[config.mk]
export PLATFORM = sky130hd
export DESIGN_NAME = por_release_seq
export DESIGN_NICKNAME = d
export VERILOG_FILES = /design/src/rtl/por_pkg.sv /design/src/rtl/por_pin_filter.sv /design/src/rtl/por_tick_timer.sv /design/src/rtl/por_seq_fsm.sv /design/src/rtl/por_release_seq.sv
export SDC_FILE = /design/constraint.sdc
export NUM_CORES = 1
export LEC_CHECK = 0
export CAP_MARGIN = 10
export CORE_MARGIN = 3
export CORE_UTILIZATION = 46
export CTS_BUF_LIST = sky130_fd_sc_hd__clkbuf_2 sky130_fd_sc_hd__clkbuf_4 sky130_fd_sc_hd__clkbuf_8
export CTS_CLUSTER_SIZE = 10
export DETAILED_ROUTE_END_ITERATION = 7
export DONT_BUFFER_PORTS = 1
export GPL_TIMING_DRIVEN = 0
export PLACE_DENSITY = 0.71
export SYNTH_ARGS = -nofsm -noshare
export SYNTH_HDL_FRONTEND = slang
export SYNTH_SLANG_ARGS = --single-unit
[constraint.sdc]
create_clock -name clk -period 6.2 [get_ports clk]
set_input_delay 0.62 -clock clk [delete_from_list [all_inputs] [get_ports clk]]
set_output_delay 0.62 -clock clk [all_outputs]
set_load 0.02 [all_outputs]
[src/rtl/por_pkg.sv]
package por_pkg;

  typedef enum logic [2:0] {
    ST_OFF  = 3'd0,
    ST_STAB = 3'd1,
    ST_HOLD = 3'd2,
    ST_PROC = 3'd3,
    ST_RUN  = 3'd4
  } seq_state_t;

  // Delay select code: bit 1 = a release already completed, bit 0 = monitor on
  typedef logic [1:0] rel_code_t;

  function automatic int unsigned max2(input int unsigned a, input int unsigned b);
    return (a > b) ? a : b;
  endfunction

  function automatic int unsigned max_of6(input int unsigned a, input int unsigned b,
                                          input int unsigned c, input int unsigned d,
                                          input int unsigned e, input int unsigned f);
    return max2(max2(max2(a, b), max2(c, d)), max2(e, f));
  endfunction

endpackage

[src/rtl/por_pin_filter.sv]
module por_pin_filter #(
  parameter int unsigned MIN_TICKS = 10,
  parameter int unsigned SYNC_STAGES = 2
) (
  input  logic clk,
  input  logic rst,
  input  logic tick,
  input  logic pin_n,
  output logic pin_high,
  output logic pin_hold
);
  localparam int unsigned FW = $clog2(MIN_TICKS + 1);

  logic [SYNC_STAGES-1:0] sync_q;
  logic [FW-1:0]          low_cnt_q;

  always_ff @(posedge clk) begin
    if (rst) sync_q <= '0;
    else     sync_q <= {sync_q[SYNC_STAGES-2:0], pin_n};
  end

  assign pin_high = sync_q[SYNC_STAGES-1];

  // Count ticks of a continuous synchronized low, saturating at the limit
  always_ff @(posedge clk) begin
    if (rst || pin_high)
      low_cnt_q <= '0;
    else if (tick && (low_cnt_q != FW'(MIN_TICKS)))
      low_cnt_q <= low_cnt_q + 1'b1;
  end

  assign pin_hold = (low_cnt_q == FW'(MIN_TICKS));

endmodule

[src/rtl/por_tick_timer.sv]
module por_tick_timer #(
  parameter int unsigned CW = 10
) (
  input  logic          clk,
  input  logic          rst,
  input  logic          tick,
  input  logic          start,
  input  logic [CW-1:0] limit,
  output logic          done
);
  logic [CW-1:0] cnt_q;

  always_ff @(posedge clk) begin
    if (rst || start) cnt_q <= '0;
    else if (tick)    cnt_q <= cnt_q + 1'b1;
  end

  // Fires on the tick that completes 'limit' ticks since start
  assign done = tick && (cnt_q == (limit - 1'b1));

endmodule

[src/rtl/por_seq_fsm.sv]
module por_seq_fsm
  import por_pkg::*;
#(
  parameter int unsigned CW              = 10,
  parameter int unsigned STAB_TICKS      = 990,
  parameter int unsigned FIRST_ON_TICKS  = 672,
  parameter int unsigned FIRST_OFF_TICKS = 399,
  parameter int unsigned LATER_ON_TICKS  = 531,
  parameter int unsigned LATER_OFF_TICKS = 259
) (
  input  logic          clk,
  input  logic          rst,
  input  logic          supply_ok,
  input  logic          lvd_en,
  input  logic          pin_high,
  input  logic          pin_hold,
  input  logic          timer_done,
  output logic          timer_start,
  output logic [CW-1:0] timer_limit,
  output logic          core_rst,
  output logic          osc_en,
  output logic          cpu_run,
  output rel_code_t     rel_sel
);
  seq_state_t    state_q, state_d;
  logic          later_q;
  logic [CW-1:0] proc_len_q;
  rel_code_t     sel_q;
  rel_code_t     sel_d;
  logic          hold_exit;

  logic [CW-1:0] delay_tab [4];
  assign delay_tab[0] = CW'(FIRST_OFF_TICKS);
  assign delay_tab[1] = CW'(FIRST_ON_TICKS);
  assign delay_tab[2] = CW'(LATER_OFF_TICKS);
  assign delay_tab[3] = CW'(LATER_ON_TICKS);

  assign sel_d = {later_q, lvd_en};

  // Monitor off: the pin itself must be released; monitor on: only a valid pin reset blocks
  assign hold_exit = lvd_en ? !pin_hold : pin_high;

  always_comb begin
    state_d = state_q;
    if (!supply_ok) begin
      state_d = ST_OFF;
    end else begin
      unique case (state_q)
        ST_OFF:  state_d = ST_STAB;
        ST_STAB: if (timer_done) state_d = ST_HOLD;
        ST_HOLD: if (hold_exit) state_d = ST_PROC;
        ST_PROC: begin
          if (pin_hold)        state_d = ST_HOLD;
          else if (timer_done) state_d = ST_RUN;
        end
        ST_RUN:  if (pin_hold) state_d = ST_HOLD;
        default: state_d = ST_OFF;
      endcase
    end
  end

  assign timer_start = (state_d != state_q);
  assign timer_limit = (state_q == ST_STAB) ? CW'(STAB_TICKS) : proc_len_q;

  always_ff @(posedge clk) begin
    if (rst) begin
      state_q    <= ST_OFF;
      later_q    <= 1'b0;
      proc_len_q <= CW'(FIRST_OFF_TICKS);
      sel_q      <= 2'b00;
      core_rst   <= 1'b1;
      osc_en     <= 1'b0;
      cpu_run    <= 1'b0;
    end else begin
      state_q  <= state_d;
      core_rst <= (state_d != ST_RUN);
      osc_en   <= (state_d == ST_PROC) || (state_d == ST_RUN);
      cpu_run  <= (state_d == ST_RUN);
      if (!supply_ok)
        later_q <= 1'b0;
      else if (state_q == ST_PROC && state_d == ST_RUN)
        later_q <= 1'b1;
      if (state_q == ST_HOLD && state_d == ST_PROC) begin
        proc_len_q <= delay_tab[sel_d];
        sel_q      <= sel_d;
      end
    end
  end

  assign rel_sel = sel_q;

endmodule

[src/rtl/por_release_seq.sv]
module por_release_seq
  import por_pkg::*;
#(
  parameter int unsigned STAB_TICKS      = 990,
  parameter int unsigned FIRST_ON_TICKS  = 672,
  parameter int unsigned FIRST_OFF_TICKS = 399,
  parameter int unsigned LATER_ON_TICKS  = 531,
  parameter int unsigned LATER_OFF_TICKS = 259,
  parameter int unsigned PIN_MIN_TICKS   = 10,
  parameter int unsigned SYNC_STAGES     = 2
) (
  input  logic       clk,
  input  logic       rst,
  input  logic       tick,
  input  logic       supply_ok,
  input  logic       ext_rst_n,
  input  logic       lvd_en,
  output logic       core_rst,
  output logic       osc_en,
  output logic       cpu_run,
  output logic [1:0] rel_sel
);
  localparam int unsigned MAX_T = max_of6(STAB_TICKS, FIRST_ON_TICKS, FIRST_OFF_TICKS,
                                          LATER_ON_TICKS, LATER_OFF_TICKS, 1);
  localparam int unsigned CW = $clog2(MAX_T + 1);

  logic          pin_high, pin_hold;
  logic          t_start, t_done;
  logic [CW-1:0] t_limit;

  por_pin_filter #(
    .MIN_TICKS  (PIN_MIN_TICKS),
    .SYNC_STAGES(SYNC_STAGES)
  ) u_pin (
    .clk     (clk),
    .rst     (rst),
    .tick    (tick),
    .pin_n   (ext_rst_n),
    .pin_high(pin_high),
    .pin_hold(pin_hold)
  );

  por_tick_timer #(.CW(CW)) u_timer (
    .clk  (clk),
    .rst  (rst),
    .tick (tick),
    .start(t_start),
    .limit(t_limit),
    .done (t_done)
  );

  por_seq_fsm #(
    .CW             (CW),
    .STAB_TICKS     (STAB_TICKS),
    .FIRST_ON_TICKS (FIRST_ON_TICKS),
    .FIRST_OFF_TICKS(FIRST_OFF_TICKS),
    .LATER_ON_TICKS (LATER_ON_TICKS),
    .LATER_OFF_TICKS(LATER_OFF_TICKS)
  ) u_fsm (
    .clk        (clk),
    .rst        (rst),
    .supply_ok  (supply_ok),
    .lvd_en     (lvd_en),
    .pin_high   (pin_high),
    .pin_hold   (pin_hold),
    .timer_done (t_done),
    .timer_start(t_start),
    .timer_limit(t_limit),
    .core_rst   (core_rst),
    .osc_en     (osc_en),
    .cpu_run    (cpu_run),
    .rel_sel    (rel_sel)
  );

endmodule

; Word level (Yosys, flattened, before mapping)
; Cells that the tools add are included.
[word_totals]
ff_bits = 35
output_inout_bits = 5
word_cells = 49
[classes]
addsub = 3
order_cmp = 1
n_eq_ne = 11
n_mux = 12
bitwise = 2
n_reduce_logical = 10
[ops]
columns = op, n
row1 = $mux 10, 3
row2 = $bmux 10 s2, 1
row3 = $mux 3, 6
row4 = $pmux 3 s5, 1
row5 = $add 10x1->10 const B, 1
row6 = $eq 10x10->1, 1
row7 = $sub 10x1->10 const B, 1
row8 = $eq 3x2->1 const B, 3
row9 = $eq 3x3->1 const B, 2
row10 = $add 4x1->4 const B, 1
row11 = $eq 4x4->1 const B, 1
row12 = $logic_and 1x1->1, 4
row13 = $ne 4x4->1 const B, 1
row14 = $eq 3x1->1 const B, 1
row15 = $ge 3x3->1 const B, 1
row16 = $logic_not 3->1, 1
row17 = $logic_or 1x1->1, 3
row18 = $ne 3x3->1, 1
row19 = $ne 3x3->1 const B, 1
row20 = $not 2->3, 1
row21 = $reduce_or 2->1, 1
row22 = $logic_not 1->1, 1
row23 = $mux 1, 1
row24 = $not 1->1, 1

; Depth between registers and ports, before layout
; Gate-level depths: netlist (run 1).
[logic_depth]
ltp_word = 11
depth_mapped = 12

; By module
; A second synthesis (run 1) with hierarchy kept.
[hier_totals]
cells_unflattened = 212
hier_area_um2 = 1808.0
[modules_own_cells]
columns = module, n_inst, cells_each, area_per_inst_um2, seq_area_each_um2
row1 = por_seq_fsm, 1, 88, 773.2, 300.3
row2 = por_tick_timer, 1, 97, 764.5, 200.2
row3 = por_pin_filter, 1, 27, 270.3, 120.1

; Worst setup path after synthesis (run 1)
; OpenSTA, ideal clock, no wires.
[synth_timing]
path_kind = reg2reg
start = register u_fsm.state_q[1]
end = register u_fsm.core_rst
t_arrival_ns = 2.630
required_ns = 6.080
slack_ns = 3.450
stages_incl_launch_ff = 13
period_less_slack_ns = 2.750
path_cell_list = dfxtp_1 buf_2 nor3b_2 nor2_1 ha_1 buf_2 nor4b_2 xnor2_1 o22ai_1 a221oi_2 nand4_2 or2_4 o31a_1
[synth_between]
elab_chain_len = 10
[synth_lines]
columns = element, line_no
row1 = "start, declared", por_seq_fsm.sv:25  ; seq_state_t state_q, state_d;
row2 = "start signal, assigned", por_seq_fsm.sv:75  ; state_q <= state_d;
row3 = $eq 3x1->1, "por_seq_fsm.sv:48, por_seq_fsm.sv:63"
row4 = $mux 10, por_seq_fsm.sv:63  ; assign timer_limit = (state_q == ST_STAB) ? CW'(STAB_TICKS) : proc_len_q;
row5 = $sub 10x1->10, por_tick_timer.sv:19  ; assign done = tick && (cnt_q == (limit - 1'b1));
row6 = $eq 10x10->1, por_tick_timer.sv:19
row7 = $logic_and 1x1->1, por_tick_timer.sv:19
row8 = $mux 3, por_seq_fsm.sv:54  ; else if (timer_done) state_d = ST_RUN;
row9 = $mux 3, por_seq_fsm.sv:53  ; if (pin_hold) state_d = ST_HOLD;
row10 = $pmux 3 s5 *, por_seq_fsm.sv:48  ; unique case (state_q)
row11 = $mux 3 *, por_seq_fsm.sv:45  ; if (!supply_ok) begin
row12 = $ne 3x3->1 *, por_seq_fsm.sv:76  ; core_rst <= (state_d != ST_RUN);
row13 = "end signal, assigned", por_seq_fsm.sv:76
row14 = "end, declared", por_seq_fsm.sv:20  ; output logic core_rst,
; Mark *: on every way between the ends. The rest lies on a longest branch, timed or not.
; A chain may end at the register's enable or synchronous reset.

; Worst setup path after layout (run 1)
[layout_timing]
start = register u_fsm.state_q[1]
end = register u_timer.cnt_q[9]
[layout_between]
elab_chain_len = 11
[layout_lines]
columns = element, line_no
row1 = $eq 3x1->1, "por_seq_fsm.sv:48, por_seq_fsm.sv:63"
row2 = $mux 10, por_seq_fsm.sv:63
row3 = $sub 10x1->10, por_tick_timer.sv:19
row4 = $eq 10x10->1, por_tick_timer.sv:19
row5 = $logic_and 1x1->1, por_tick_timer.sv:19
row6 = $mux 3, por_seq_fsm.sv:54
row7 = $mux 3, por_seq_fsm.sv:53
row8 = $pmux 3 s5, por_seq_fsm.sv:48
row9 = $mux 3, por_seq_fsm.sv:45
row10 = $ne 3x3->1 *, por_seq_fsm.sv:62  ; assign timer_start = (state_d != state_q);
row11 = $logic_or 1x1->1 *, por_tick_timer.sv:14  ; if (rst || start) cnt_q <= '0;
row12 = "end signal, assigned", por_tick_timer.sv:15  ; else if (tick) cnt_q <= cnt_q + 1'b1;
row13 = "end, declared", por_tick_timer.sv:11  ; logic [CW-1:0] cnt_q;
; Marks and branches as above.

==> metrics.txt, run 1 <==
outcome=complete, no violations; vias in the first global route=1,357; IO buf count=0; internal power=339.4 uW; Post-Syn Area=1713 um^2; Synth cell types=50; PD cells=229.2 nW/um^2; critical path peak fanout=10; Syn Nets=210; EDFF count, synth=0; Slew headroom=49.38%; Gates resized, CTS repair=0; n_diodes=0; Post-Syn Instances=200; Clk pwr share=48.0%; Comb pwr share=4.6%; total grt overflow=0; skew final=0.005597 ns; Sequential Power Share=47.4%; post-CTS setup buffer count=0; dpl hpwl=2597 um; largest net degree at the start of global routing=11; chip height=67.02 um; post-synth top area cell=dfxtp_1; Core Rows=21; hold_buf cts=0; Initial DRC Count=71; FF-to-FF setup slack=2.90 ns; Synth Area per Inst=8.564 um^2; max-cap violations=0; async set or reset register ratio after synthesis=0%; CTS Buffer Depth=2; largest cells by area after synthesis=dfxtp_1 (36%), xor2_1 (5.1%), nor4_1 (4.7%), xnor2_1 (4.6%), nand2_1 (3.9%); WHS Endpoint=u_pin.sync_q[1]$_SDFF_PP0_; startpoint class of the critical path=register; setup tns final=0 ns; fin crit share=53.24%; wirelength, routed=3606 um; number of fill cells=329; WP data required=6.36 ns; P_sw=93.26 uW; drc violations=0; worst slack, placed=2.931 ns; routed len/inst=14.20 um; Sink Count=31; final net count=217; Final Hold Fails=0; ratio of cells with drive above 1 in the final layout=10.58%; number of vias per cell=5.827; worst skew pair latency=0.29 ns; I/O pin total=11; Initial Util=49.39%; final slew viol count=0; CTS tree=built; most frequent cells after synthesis=dfxtp_1 (31), nand2_1 (18), nor4_1 (13); HP Class=register to register; min Tclk post-route=3.301 ns; Vias=1,480; hold path startpoint=u_pin.sync_q[0]$_SDFF_PP0_; post-synthesis to final-layout area growth=10.23%; Root Buffer=clkbuf_8; Max VDD drop=0.1061 mV; Leak=0.0006909 uW; YS warnings=0; final setup violation count=0; Critical Path AT=3.46 ns; FMAX=0.3030 GHz; Final Worst Setup Slack=2.899 ns; RSZ-0062 raised after global routing=false; post-synth top area share=36.23%; Num CTS Buffers=5; Yosys reg bits=31; first-pass iteration count of the detailed router=4; worst r2r path cells=12; R2R Path Start=u_fsm.state_q[1]$_SDFF_PP0_; first-pass GRT wire length=6175 um; Die X=67.02 um; core area=3468 um^2; critical path type=register to register; initial antenna violation count=0; top-count cell post-synth=dfxtp_1; H-tree Lvls=2; ys flop type=dfxtp_1; Least-Margin Pin Slew=0.7523 ns; crit end category=register; GRT Total Usage=17.92%; worst reg2reg endpoint=u_timer.cnt_q[9]$_SDFFE_PP0P_; sw frac=21.56%; antenna-violating nets left=0; Final Wtd Congestion=0.8266; Clock transition at path regs=0.07 ns; Worst Hold Path Cells=1; sequential element share of the synthesized area=36.23%; full die area=4492 um^2
## per-layer routing
layer / track usage (%) / routed length (um) / up-vias
li1: - / - / 752
met1: 23.05 / 1778 / 694
met2: 28.10 / 1609 / 27
met3: 4.553 / 152 / 7
met4: 7.595 / 65 / 0
met5: 0 / 0 / -
## worst max-delay path, cell delays in order (launching register included)
cell and delay (ns):
dfxtp_1 0.29, buf_2 0.17, nor3b_2 0.55, nor2_1 0.14
ha_1 0.22, buf_2 0.17, nor4b_2 0.17, xnor2_1 0.22
o22ai_1 0.13, a221oi_2 0.30, nand4_2 0.22, a21oi_2 0.46
nor4_1 0.12
## worst max path at each step
stage,startpoint,end,depth (start not counted)
5_1_grt,u_fsm.state_q[1]$_SDFF_PP0_,u_timer.cnt_q[0]$_SDFFE_PP0P_,12
3_3_place_gp,u_fsm.state_q[1]$_SDFF_PP0_,u_timer.cnt_q[0]$_SDFFE_PP0P_,12
2_1_floorplan,u_fsm.state_q[1]$_SDFF_PP0_,u_fsm.core_rst$_SDFF_PP1_,12
3_5_place_dp,u_fsm.state_q[1]$_SDFF_PP0_,u_timer.cnt_q[9]$_SDFFE_PP0P_,12
4_1_cts,u_fsm.state_q[1]$_SDFF_PP0_,u_timer.cnt_q[9]$_SDFFE_PP0P_,12
6_report,u_fsm.state_q[1]$_SDFF_PP0_,u_timer.cnt_q[9]$_SDFFE_PP0P_,12
## kinds of logic (layout without fill, tap and decap cells)
logic type                 after synthesis  after routing  synth area share [%]
xor gates and xnor gates                19             19                 9.715
buffers and inverters                   17             25                 4.602
adders and majority gates                4              4                 2.922
AOI/OAI and AO/OA                       36             36                 15.27
DFF                                     31             31                 36.23
and+or+nand+nor                         90             90                 29.51
muxes                                    3              3                 1.753
## power by group through the flow
stage,logic [uW],registers (uW),clock network [uW]
final,20.0,205,208
after detailed placement,20.3,209,0
after global placement,19.5,209,0
after floorplan,16.1,209,0
after CTS,20.3,205,210
after global routing,22.7,205,216
## cells in the final DEF (no fill, tap or decap), types with 2 or more instances in the layout
cell type / instances
mux2i_1: 3
o22ai_1: 3
nand2_1: 18
buf_2: 3
clkbuf_1: 6
ha_1: 4
o211ai_1: 2
nand2b_1: 4
dfxtp_1: 31
clkbuf_8: 6
nor3_1: 8
a21oi_1: 9
a21boi_0: 2
and3_1: 5
nand3_1: 10
nor2b_1: 3
xnor2_1: 9
xor2_1: 10
nand4_1: 6
o21ai_0: 4
inv_1: 5
o31ai_1: 3
nor4_1: 13
nor2_1: 12
## metrics by stage
step	cell area, um^2	hold slack (ns)	instances	util (%)	total power (uW)
floorplan	1713	0.4138	200	-	224.7
finish	1888	0.4462	254	54.44	432.7
detailed placement	1770	0.4338	246	51.05	229.8
global placement	1770	0.4153	246	51.05	228.9
global route	1888	0.4646	254	54.44	444.5
CTS	1888	0.4492	254	54.44	435.3
## registers in the layout (all words and copies together), names as in the netlist
name and cells:
u_fsm.rel_sel 2, u_fsm.state_q 3, u_pin.low_cnt_q 4, u_fsm.osc_en 1
u_fsm.core_rst 1, u_fsm.proc_len_q 6, u_pin.sync_q 2, u_fsm.cpu_run 1
u_timer.cnt_q 10, u_fsm.later_q 1
## final cells by class
| class | count | area, um^2 | share of cell area [%] |
|---|---|---|---|
| Buffer | 12 | 60.06 | 3.181 |
| Clock buffer | 6 | 82.58 | 4.374 |
| Clock inverter | 2 | 35.03 | 1.856 |
| Inverter | 5 | 18.77 | 0.9940 |
| Multi-Input combinational cell | 152 | 1013 | 53.68 |
| Sequential cell | 31 | 620.6 | 32.87 |
| Tap cell | 46 | 57.56 | 3.048 |
Power figures use the tool's default switching activity.
==> run 2: changes to the inputs <==
ABC_AREA = 1   (was not set)
clock period = 3.3 ns   (was 6.2 ns; I/O delays follow)
==> run 2 against run 1 <==
  * Sequential cell count stayed put
  * Hold slack worse by 0.28 ns
  * Register-to-register slack worse by 2.3 ns
  * Sequential share of layout area is 2.7 points lower
  * Clock skew hardly changed
  * Final cell count is 32% higher
  * Critical path depth is 9 higher
  * Design area is 8.9% higher
  * Fmax is 24% higher
  * Core utilization is 0.71 points lower
  * Non-clock buffer count is 8 lower
  * Critical path type unchanged
  * Critical endpoint is now u_fsm.proc_len_q[7]$_SDFFE_PP1P_
  * Highest routed layer unchanged
==> metrics.txt, run 2 <==
Worst Hold Path Cells=2; Syn Nets=291; HP Class=input pin to register; initial antenna violation count=0; number of vias per cell=5.066; outcome=complete, no violations; Sink Count=31; max-cap violations=0; core area=3826 um^2; GRT Total Usage=16.48%; Top reg by flops=u_timer.cnt_q; first-pass GRT wire length=6630 um; max FFs per register=10; Final Wtd Congestion=0.8622; chip height=70.60 um; most frequent cells in the layout=nand2_1 (74), inv_1 (37), dfxtp_1 (31), nor2_1 (29), nand3_1 (22); IO buf count=0; post-synth top area cell=dfxtp_1; top-count cell post-synth=nand2_1; Critical Path AT=2.82 ns; Yosys reg bits=31; most common cell after layout, fill and taps aside=nand2_1; min Tclk post-route=2.652 ns; Post-Syn Instances=281; Num CTS Buffers=5; Core Util, Final=53.73%; Core Rows=22; vias in the first global route=1,508; final net count=298; CTS tree=built; post-CTS setup buffer count=0; EDFF count, synth=0; final slew viol count=0; n_diodes=0; Final Hold Fails=0; Die X=70.60 um; antenna-violating nets left=0; Leak=0.0009122 uW; RSZ-0062 raised after global routing=false; post-synth top area share=32.33%; crit end category=register; Synth cell types=29; PD cells=346.5 nW/um^2; H-tree Lvls=2; worst skew pair latency=0.27 ns; ratio of cells with drive above 1 in the final layout=13.59%; first-pass iteration count of the detailed router=4; async set or reset register ratio after synthesis=0%; setup tns final=0 ns; dpl hpwl=2861 um; largest net degree at the start of global routing=11; Least-Margin Pin Slew=0.4337 ns; Vias=1,697; Max VDD drop=0.2549 mV; drc violations=0; critical path type=register to register; WP data required=3.47 ns; Post-Syn Area=1919 um^2; Initial DRC Count=145; FMAX=0.3771 GHz; Root Buffer=clkbuf_8; routed len/inst=10.96 um; ys flop type=dfxtp_1; post-synthesis to final-layout area growth=7.106%; Initial Util=50.16%; Synth Area per Inst=6.830 um^2; largest cells by area after synthesis=dfxtp_1 (32%), nand2_1 (14%), inv_1 (7.2%), nand3_1 (5.7%), nor2_1 (5.7%); Top Registers=u_timer.cnt_q (10), u_fsm.proc_len_q (6), u_pin.low_cnt_q (4); final setup violation count=0; full die area=4984 um^2; critical path peak fanout=10; sequential element share of the synthesized area=32.33%; startpoint class of the critical path=register; Gates resized, CTS repair=0; most frequent cells after synthesis=nand2_1 (74), inv_1 (37), dfxtp_1 (31); hold_buf cts=0; I/O pin total=11; wirelength, routed=3671 um; fin crit share=80.36%; total grt overflow=0; CTS Buffer Depth=2; Clock transition at path regs=0.06 ns; YS warnings=0; worst r2r path cells=21; Slew headroom=70.98%; skew final=0.005698 ns
run 2: cell types whose count changed after synthesis, moves of 6 or more:
cell     delta
nor4_1     -13
nand2_1    +56
nor2_1     +17
nor3_2     +10
inv_1      +32
nand2_2     +6
nand3_1    +12
run 2: path summary, 6_finish.rpt:
path,start,to,slack [ns]
max,u_fsm.state_q[0]$_SDFF_PP0_,u_fsm.proc_len_q[7]$_SDFFE_PP1P_,0.65
min,ext_rst_n,u_pin.sync_q[0]$_SDFF_PP0_,0.16
max reg2reg,u_fsm.state_q[0]$_SDFF_PP0_,u_fsm.proc_len_q[7]$_SDFFE_PP1P_,0.65
min reg2reg,u_pin.sync_q[0]$_SDFF_PP0_,u_pin.sync_q[1]$_SDFF_PP0_,0.40
run 2: layout make-up:
| class | count | area, um^2 |
|---|---|---|
| fill | 382 | 1770 |
| multi-input combinational | 203 | 1104 |
| sequential | 31 | 620.6 |
| inverter | 43 | 161.4 |
| clock buffer | 6 | 76.32 |
| tap | 48 | 60.06 |
| buffer | 4 | 33.78 |
run 2: kinds of logic after synthesis:
group	share of synthesized area [%]
and+or+nand+nor	43.48
buffers and inverters	10.17
DFF	32.33
AOI/OAI and AO/OA	6.388
xor gates and xnor gates	5.019
adders and majority gates	2.608
run 2: per-stage QoR:
step           cell area (um^2)  setup WS, ns  power, uW  hold WS (ns)  std cells
2_1_floorplan              1919        0.9426      441.5        0.3883        281
3_3_place_gp               1979        0.6646      451.2        0.3904        329
3_5_place_dp               1979        0.6570      451.8        0.3957        329
4_1_cts                    2056        0.6410      722.1        0.1506        335
5_1_grt                    2056        0.3586      753.3        0.1526        335
6_report                   2056        0.6481      712.2        0.1617        335
run 2: per-layer routing:
metal  part of all wire, %  wire [um]  GRT usage, %
met5                     0          0             0
met4                   1.9         68         7.516
met3                   4.3        158         4.688
met2                    45       1660         25.26
met1                    49       1784         21.53
run 2: worst max-delay path: stages, from the launching register on:
cell and delay [ns]:
dfxtp_1 0.46, nand3_4 0.14, buf_6 0.16, nand2_1 0.05, inv_1 0.04, ha_1 0.28, a21oi_1 0.13, o21ai_0 0.09
nor2_1 0.11, nand2_1 0.07, nor2_2 0.08, nand2_2 0.07, nor2_4 0.14, nand2_1 0.06, nand2_1 0.07, nand2_2 0.07
nand2_2 0.12, inv_2 0.08, nand3_4 0.11, nor2_1 0.07, nor2_1 0.08, nand2_1 0.05
run 2: power breakdown:
| group | internal [uW] | switching, uW |
|---|---|---|
| sequential | 380 | 6.17 |
| clock | 148 | 120 |
| combinational | 20.5 | 36.5 |
